File: src/rtl/idxwin_regs.sv
module idxwin_regs #(
  parameter int NENT = 24,
  parameter int AW = 12,
  parameter logic [7:0] VERSION = 8'h11
) (
  input  logic              clk,
  input  logic              rst_n,
  input  logic              bus_sel,
  input  logic              bus_we,
  input  logic [AW-1:0]     bus_addr,
  input  logic [31:0]       bus_wdata,
  output logic [31:0]       bus_rdata,
  input  logic [NENT-1:0]   rack_set,
  input  logic [NENT-1:0]   rack_clr,
  output logic              rescan,
  output logic [64*NENT-1:0] tbl_out
);
  localparam logic [7:0] BASE   = 8'h10;
  localparam logic [7:0] LAST   = 8'(16 + 2*NENT - 1);
  localparam logic [7:0] TOPPIN = 8'(NENT - 1);
  localparam int RIRR = 14;

  logic [7:0]  sel_q;
  logic [3:0]  id_q;
  logic [63:0] ent_q [NENT];

  wire [7:0] off    = bus_addr[7:0];
  wire       at_idx = bus_sel && off == 8'h00;
  wire       at_win = bus_sel && off == 8'h10;
  wire       in_tbl = sel_q >= BASE && sel_q <= LAST;
  wire [7:0] rel    = sel_q - BASE;
  wire [6:0] slot   = rel[7:1];
  wire       wr_tbl = at_win && bus_we && in_tbl;

  always_ff @(posedge clk or negedge rst_n)
    if (!rst_n) begin
      sel_q  <= '0;
      id_q   <= '0;
      rescan <= 1'b0;
    end else begin
      if (at_idx && bus_we) sel_q <= bus_wdata[7:0];
      if (at_win && bus_we && sel_q == 8'h00) id_q <= bus_wdata[27:24];
      rescan <= wr_tbl;
    end

  for (genvar i = 0; i < NENT; i++) begin : g_ent
    wire hit = wr_tbl && slot == 7'(i);
    logic [63:0] nx;

    always_comb begin
      nx = ent_q[i];
      if (rack_set[i])      nx[RIRR] = 1'b1;
      else if (rack_clr[i]) nx[RIRR] = 1'b0;
      if (hit && !sel_q[0]) nx[31:0]  = bus_wdata;
      if (hit &&  sel_q[0]) nx[63:32] = bus_wdata;
    end

    always_ff @(posedge clk or negedge rst_n)
      if (!rst_n) ent_q[i] <= 64'h0000_0000_0001_0000;
      else        ent_q[i] <= nx;

    assign tbl_out[64*i +: 64] = ent_q[i];


    hi_keeps_lo_chk: assert property (@(posedge clk) disable iff (!rst_n)
      (hit && sel_q[0]) |=> (ent_q[i][31:15] == $past(ent_q[i][31:15]) &&
                             ent_q[i][13:0]  == $past(ent_q[i][13:0])));


    rack_set_chk: assert property (@(posedge clk) disable iff (!rst_n)
      (rack_set[i] && !(hit && !sel_q[0])) |=> ent_q[i][RIRR]);
  end

  always_comb begin
    bus_rdata = '0;
    if (bus_sel && !bus_we) begin
      if (off == 8'h00) bus_rdata = {24'h0, sel_q};
      else if (off == 8'h10) begin
        case (sel_q)
          8'h00: bus_rdata = {4'h0, id_q, 24'h0};
          8'h01: bus_rdata = {8'h00, TOPPIN, 8'h00, VERSION};
          8'h02: bus_rdata = '0;
          default:
            for (int k = 0; k < NENT; k++)
              if (in_tbl && slot == 7'(k))
                bus_rdata = sel_q[0] ? ent_q[k][63:32] : ent_q[k][31:0];
        endcase
      end
    end
  end


  idx_hold_chk: assert property (@(posedge clk) disable iff (!rst_n)
    !(bus_sel && bus_we && off == 8'h00) |=> $stable(sel_q));


  id_hold_chk: assert property (@(posedge clk) disable iff (!rst_n)
    !(bus_sel && bus_we && off == 8'h10 && sel_q == 8'h00) |=> $stable(id_q));


  rescan_src_chk: assert property (@(posedge clk) disable iff (!rst_n)
    rescan |-> $past(bus_sel && bus_we && bus_addr[7:0] == 8'h10));


  always_comb
    if (rst_n && !(bus_sel && !bus_we))
      idle_rd_chk: assert (bus_rdata == 32'h0);
endmodule

File: config.mk
export PLATFORM = sky130hd
export DESIGN_NAME = idxwin_regs
export DESIGN_NICKNAME = d
export VERILOG_FILES = /design/src/rtl/idxwin_regs.sv
export SDC_FILE = /design/constraint.sdc
export NUM_CORES = 2
export LEC_CHECK = 0
export ABC_AREA = 1
export ABC_CLOCK_PERIOD_IN_PS = 3100
export BUFFER_PORTS_ARGS = -buffer_cell sky130_fd_sc_hd__buf_2
export CAP_MARGIN = 30
export CORE_AREA = 2 2 645 647
export DETAILED_ROUTE_END_ITERATION = 16
export DIE_AREA = 0 0 647 649
export GPL_TIMING_DRIVEN = 0
export PLACE_DENSITY_LB_ADDON = 0.1
export SETUP_SLACK_MARGIN = 0.5
export SLEW_MARGIN = 20
export SYNTH_ARGS = -nofsm -noshare
export SYNTH_HDL_FRONTEND = slang
export SYNTH_SLANG_ARGS = --single-unit
File: constraint.sdc
create_clock -name clk -period 3.1 [get_ports clk]
set_input_delay 0.465 -clock clk [delete_from_list [all_inputs] [get_ports clk]]
set_output_delay 0.465 -clock clk [all_outputs]
set_load 0.02 [all_outputs]
### After elaboration in Yosys (flattened, before gate mapping)

Cells that the tools add are included.

| cells by class | value |
|---|---|
| order comparisons | 2 |
| muxes and demuxes | 124 |
| add/sub/neg operators | 1 |
| eq/ne operators | 26 |
| reductions and logical operators | 133 |

Operator list:

| operator | count |
|---|---|
| 32-bit two-way mux | 51 |
| 15-bit two-way mux | 24 |
| 1-bit logical AND | 104 |
| 32-bit case mux with 3 select lines | 1 |
| 3-bit nonzero test | 24 |
| 7-bit by 4-bit == test with 1-bit output (second input constant) | 8 |
| 7-bit by 5-bit == test with 1-bit output (second input constant) | 8 |
| 1-bit two-way mux | 48 |
| 7-bit by 3-bit == test with 1-bit output (second input constant) | 4 |
| 8-bit zero test | 2 |
| 7-bit by 2-bit == test with 1-bit output (second input constant) | 2 |
| 8-bit by 1-bit == test with 1-bit output (second input constant) | 1 |
| 8-bit by 2-bit == test with 1-bit output (second input constant) | 1 |
| 8-bit by 5-bit == test with 1-bit output (second input constant) | 1 |
| 8-bit by 5-bit greater-or-equal comparator with 1-bit output (second input constant) | 1 |
| 8-bit by 6-bit <= comparator with 1-bit output (second input constant) | 1 |
| 8-bit by 5-bit subtractor with 8-bit output (second input constant) | 1 |
| 7-bit by 1-bit == test with 1-bit output (second input constant) | 1 |
| 7-bit zero test | 1 |
| 1-bit zero test | 2 |

| word-level totals | value |
|---|---|
| logic and storage cells | 361 |
| flip-flop bits (word level) | 1549 |

### Depth between registers and ports, before layout

| depth | value |
|---|---|
| word-level depth | 31 |
| gate-level depth with buffers | 26 |
| mapped depth without buffers | 24 |

### Worst setup path after synthesis

No wires, ideal clock.

| timing path | value |
|---|---|
| path type | register to output |
| start | reg sel_q[4] |
| end | out bus_rdata[17] |
| stages on the path, launching flop included | 23 |
| arrival time | 2752 ps |
| path slack | -117 ps |
| cell sequence | dfrtp_1 buf_2 inv_2 ha_1 inv_1 nand2_1 nand2_1 nor2_4 nand2_1 nor2_1 inv_1 nor2_2 buf_2 a21oi_1 nand4_1 nand2_1 nand4_1 nand2_1 nand4_1 nand2_1 nand4_1 nand2_1 a21oi_1 |

| between the ends | value |
|---|---|
| longest elaborated chain between the ends | 31 |
| elaborated cells on any way between the ends | 83 |
| those cells by class | add/sub: 1; order compare: 2; eq/ne: 25; mux: 28; reduce/logical: 27 |

Ends and longest elaborated chain:

| element | RTL line | source |
|---|---|---|
| start, declared | 23 | `logic [7:0] sel_q;` |
| start signal, assigned | 41 | `if (at_idx && bus_we) sel_q <= bus_wdata[7:0];` |
| 8-bit by 5-bit subtractor with 8-bit output, or another cell as far along | 31 | `wire [7:0] rel = sel_q - BASE;` |
| 7-bit zero test / 1-bit logical AND (equally long branches) | 85, 30 |  |
| 1-bit logical AND | 85 | `if (in_tbl && slot == 7'(k))` |
| 32-bit two-way mux (24 in a row) | 85 |  |
| 32-bit case mux with 3 select lines (*) | 79 | `case (sel_q)` |
| 32-bit two-way mux (*) | 78 | `else if (off == 8'h10) begin` |
| 32-bit two-way mux (*) | 77 | `if (off == 8'h00) bus_rdata = {24'h0, sel_q};` |
| 32-bit two-way mux (*) | 76 | `if (bus_sel && !bus_we) begin` |
| end, declared | 12 | `output logic [31:0] bus_rdata,` |

Every way passes the cells marked *; elsewhere a longest branch is shown, timed or not.

### Final worst setup path

| timing path | value |
|---|---|
| start | reg sel_q[4] |
| end | out bus_rdata[15] |

The elaborated chain is that of the path after synthesis.

==> results.json <==
{
  "status": "finished, violations left",
  "failed_checks": "setup timing",
  "cpMostUsedCell": "nand2_2",
  "grt_pass1_vias": 74143,
  "cpMaxStageDelayCell": "nand4_1",
  "layout_commonest_cell": "nand2_1",
  "startpoint": "sel_q[4]$_DFFE_PN0P_",
  "pre_cts_slack_ns": -5.42,
  "synth_cells": 8298,
  "wire_per_inst_um": 41.6,
  "firstDrtPassIters": 6,
  "synth_nets": 8397,
  "dp_cells": 15545,
  "intPower_mw": 35.6,
  "htree_levels": 4,
  "drv_cap": 0,
  "worstPathArrival_ns": 6.70,
  "pin_count": 1665,
  "required_ns": 2.63,
  "rrSetupSlack_ns": -1.09,
  "drc": 0,
  "grt_max_degree": 120,
  "drive_gt1_share_pct": 30.0,
  "skew_ns": 0.0556,
  "syn_area_per_cell_um2": 8.40,
  "finalSetupViolCount": 1565,
  "setup_slack_ns": -4.06,
  "slowest_delay_ns": 0.62,
  "post-route-min-period_ns": 7.16,
  "die_area_um2": 420000,
  "synth.ff_latch_count": 1549,
  "syn_to_final_growth_pct": 40.9,
  "p_clk_share_pct": 52.3,
  "p_total_mw": 49.1,
  "avgViaCountPerCell": 4.81,
  "grt_pass1_wl_um": 845000,
  "routed_wl_um": 669000,
  "endpoint_kind": "primary output",
  "endpoint": "bus_rdata[15]",
  "cts_buffers": 209,
  "switching_share_pct": 27.5,
  "clk_latency_ns": 0.96,
  "die_w_um": 647,
  "clk_path_buf_depth": 4,
  "final_net_count": 10501,
  "ys_warn_count": 0,
  "r2r-end": "tbl_out[1004]$_DFFE_PN0P_",
  "cts_root_buf": "clkbuf_16",
  "start_util_pct": 16.9,
  "cts.sinks": 1549,
  "chipHeight_um": 649,
  "whs_ns": 0.123,
  "rsz0062_at_grt": "true",
  "hold_violations": 0,
  "finalMaxSlewViolations": 0,
  "gr-total-overflow": 0,
  "combPwrFrac_pct": 6.4,
  "portBuffers": 1660,
  "num_vias": 77389,
  "r2r_cells": 17,
  "ant_nets": 0,
  "worstMarginPinSlew_ns": 1.12,
  "max_slew_margin_pct": 25.5,
  "final_cell_mix": "nand2_1, buf_2, o21ai_0, dfrtp_1, nor2_1",
  "ys_seq_area_share_pct": 55.7,
  "startpoint_type": "register",
  "setup_tns_ns": -918.64,
  "grt_use_total_pct": 30.8,
  "p_switching_mw": 13.5,
  "antenna_found_initial": 98,
  "hold_path.class": "input port to register",
  "critPathKind": "register to primary output",
  "hpwlAfterDp_um": 539000,
  "drt_iter0_markers": 8392,
  "vdd_drop_max_v": 0.000494,
  "reg2reg_from": "sel_q[4]$_DFFE_PN0P_",
  "core_um2": 413000,
  "power.leakage_nw": 48.3,
  "cts_tree": "done",
  "stdcell_count": 16104,
  "syn-cell-area_um2": 69700,
  "clk_pin_slew_ns": 0.06,
  "p_seq_share_pct": 41.3,
  "synth_cell_types": 38,
  "globalplace.congestion": 0.943,
  "max_clock_freq_mhz": 140,
  "fin_crit_sh_pct": 231,
  "path_max_fanout": 5,
  "powerDensity_nw_per_um2": 500,
  "rows": 236
}
==> power groups by stage <==
stage                     Combinational [mW]  Clock (mW)  Sequential [mW]
final                                   3.15        25.7             20.3
after detailed placement                3.06           0             20.6
after global placement                  2.79           0             20.7
after floorplan                        0.672           0             20.7
after global routing                    3.27        26.8             20.3
after CTS                               3.19        26.0             20.3
==> cells by family (layout without fill, tap and decap cells) <==
| family | after synthesis | in the layout | share of synthesized area, % |
|---|---|---|---|
| multiplexers | 26 | 26 | 0.374 |
| flip-flops | 1549 | 1549 | 55.7 |
| AND/OR/NAND/NOR | 3654 | 3654 | 21.9 |
| AO/OA/AOI/OAI | 2223 | 2223 | 17.2 |
| adder cells (fa/ha/maj) | 3 | 3 | 0.0539 |
| buffers and inverters | 843 | 3120 | 4.77 |
| other | 0 | 55 | 0 |
==> timing repair <==
item	CTS	global route
endpoints found under the hold margin	278	0
buffers inserted	41	18
hold buffers	58	0
endpoints found under the setup margin	1573	2386
pin swaps	264	249
cloned	0	0
gates resized for setup	552	203
==> critical path: cells and delay by family, from the launching register on <==
kind,cells,cell delay (ns)
DFF,1,0.41
and+or+nand+nor,17,4.40
AOI/OAI and AO/OA,1,0.07
buffers and inverters,6,0.66
adders and majority gates,1,0.13
==> per-layer routing <==
metal	track usage [%]	part of all wire (%)
met3	6.91	7.5
met5	0	0.0072
met2	51.6	47
met4	14.7	6.0
met1	37.3	39
==> Yosys cell counts, drive strengths merged <==
cell     instances  area (um^2)
nor4            11         75.1
clkbuf         590         2210
nand3b           1         7.51
o21a             3         22.5
buf            130          644
nand4          148          932
a21oi          169          846
o21ai         1700         8510
ha               3         37.5
inv            122          458
o211ai         325         2440
nor2           819         3120
mux2i           26          260
nand3          105          551
o32ai            1         8.76
nor3            60          358
o2111ai          1         8.76
or2            318         1990
clkinv           1         3.75
dfstp           24          631
nand2         2192         8240
a211oi           2         15.0
o31ai            1         7.51
dfrtp         1525        38200
a31oi           21          131
==> registers in the layout, summed over array words and instances (netlist names) <==
signal and count:
id_q 4, tbl_out 1536, rescan 1, sel_q 8
==> layout make-up <==
type	count	area (um^2)
Inverter	123	507
Multi-Input combinational cell	5906	29500
Sequential cell	1549	38800
Fill cell	45648	314000
Timing Repair Buffer	1893	11800
Clock buffer	330	6140
Clock inverter	54	769
Antenna cell	55	138
Buffer	720	3750
Tap cell	5474	6850
==> how the worst min path moves through the flow <==
stage | to | cells past startpoint | from
after detailed placement | tbl_out[1043]$_DFFE_PN0P_ | 1 | rst_n
after global placement | id_q[0]$_DFFE_PN0P_ | 2 | id_q[0]$_DFFE_PN0P_
after CTS | tbl_out[27]$_DFFE_PN0P_ | 4 | bus_wdata[27]
after global routing | tbl_out[1278]$_DFFE_PN0P_ | 4 | bus_wdata[30]
final | tbl_out[27]$_DFFE_PN0P_ | 4 | bus_wdata[27]
after floorplan | id_q[0]$_DFFE_PN0P_ | 0 | rst_n
==> stage by stage <==
| stage | instance area (um^2) | util, % |
|---|---|---|
| 2_1_floorplan | 69900 | - |
| 3_3_place_gp | 85100 | 20.6 |
| 3_5_place_dp | 87400 | 21.2 |
| 4_1_cts | 97400 | 23.6 |
| 5_1_grt | 98100 | 23.8 |
| 6_report | 98200 | 23.8 |
Power figures use the tool's default switching activity.
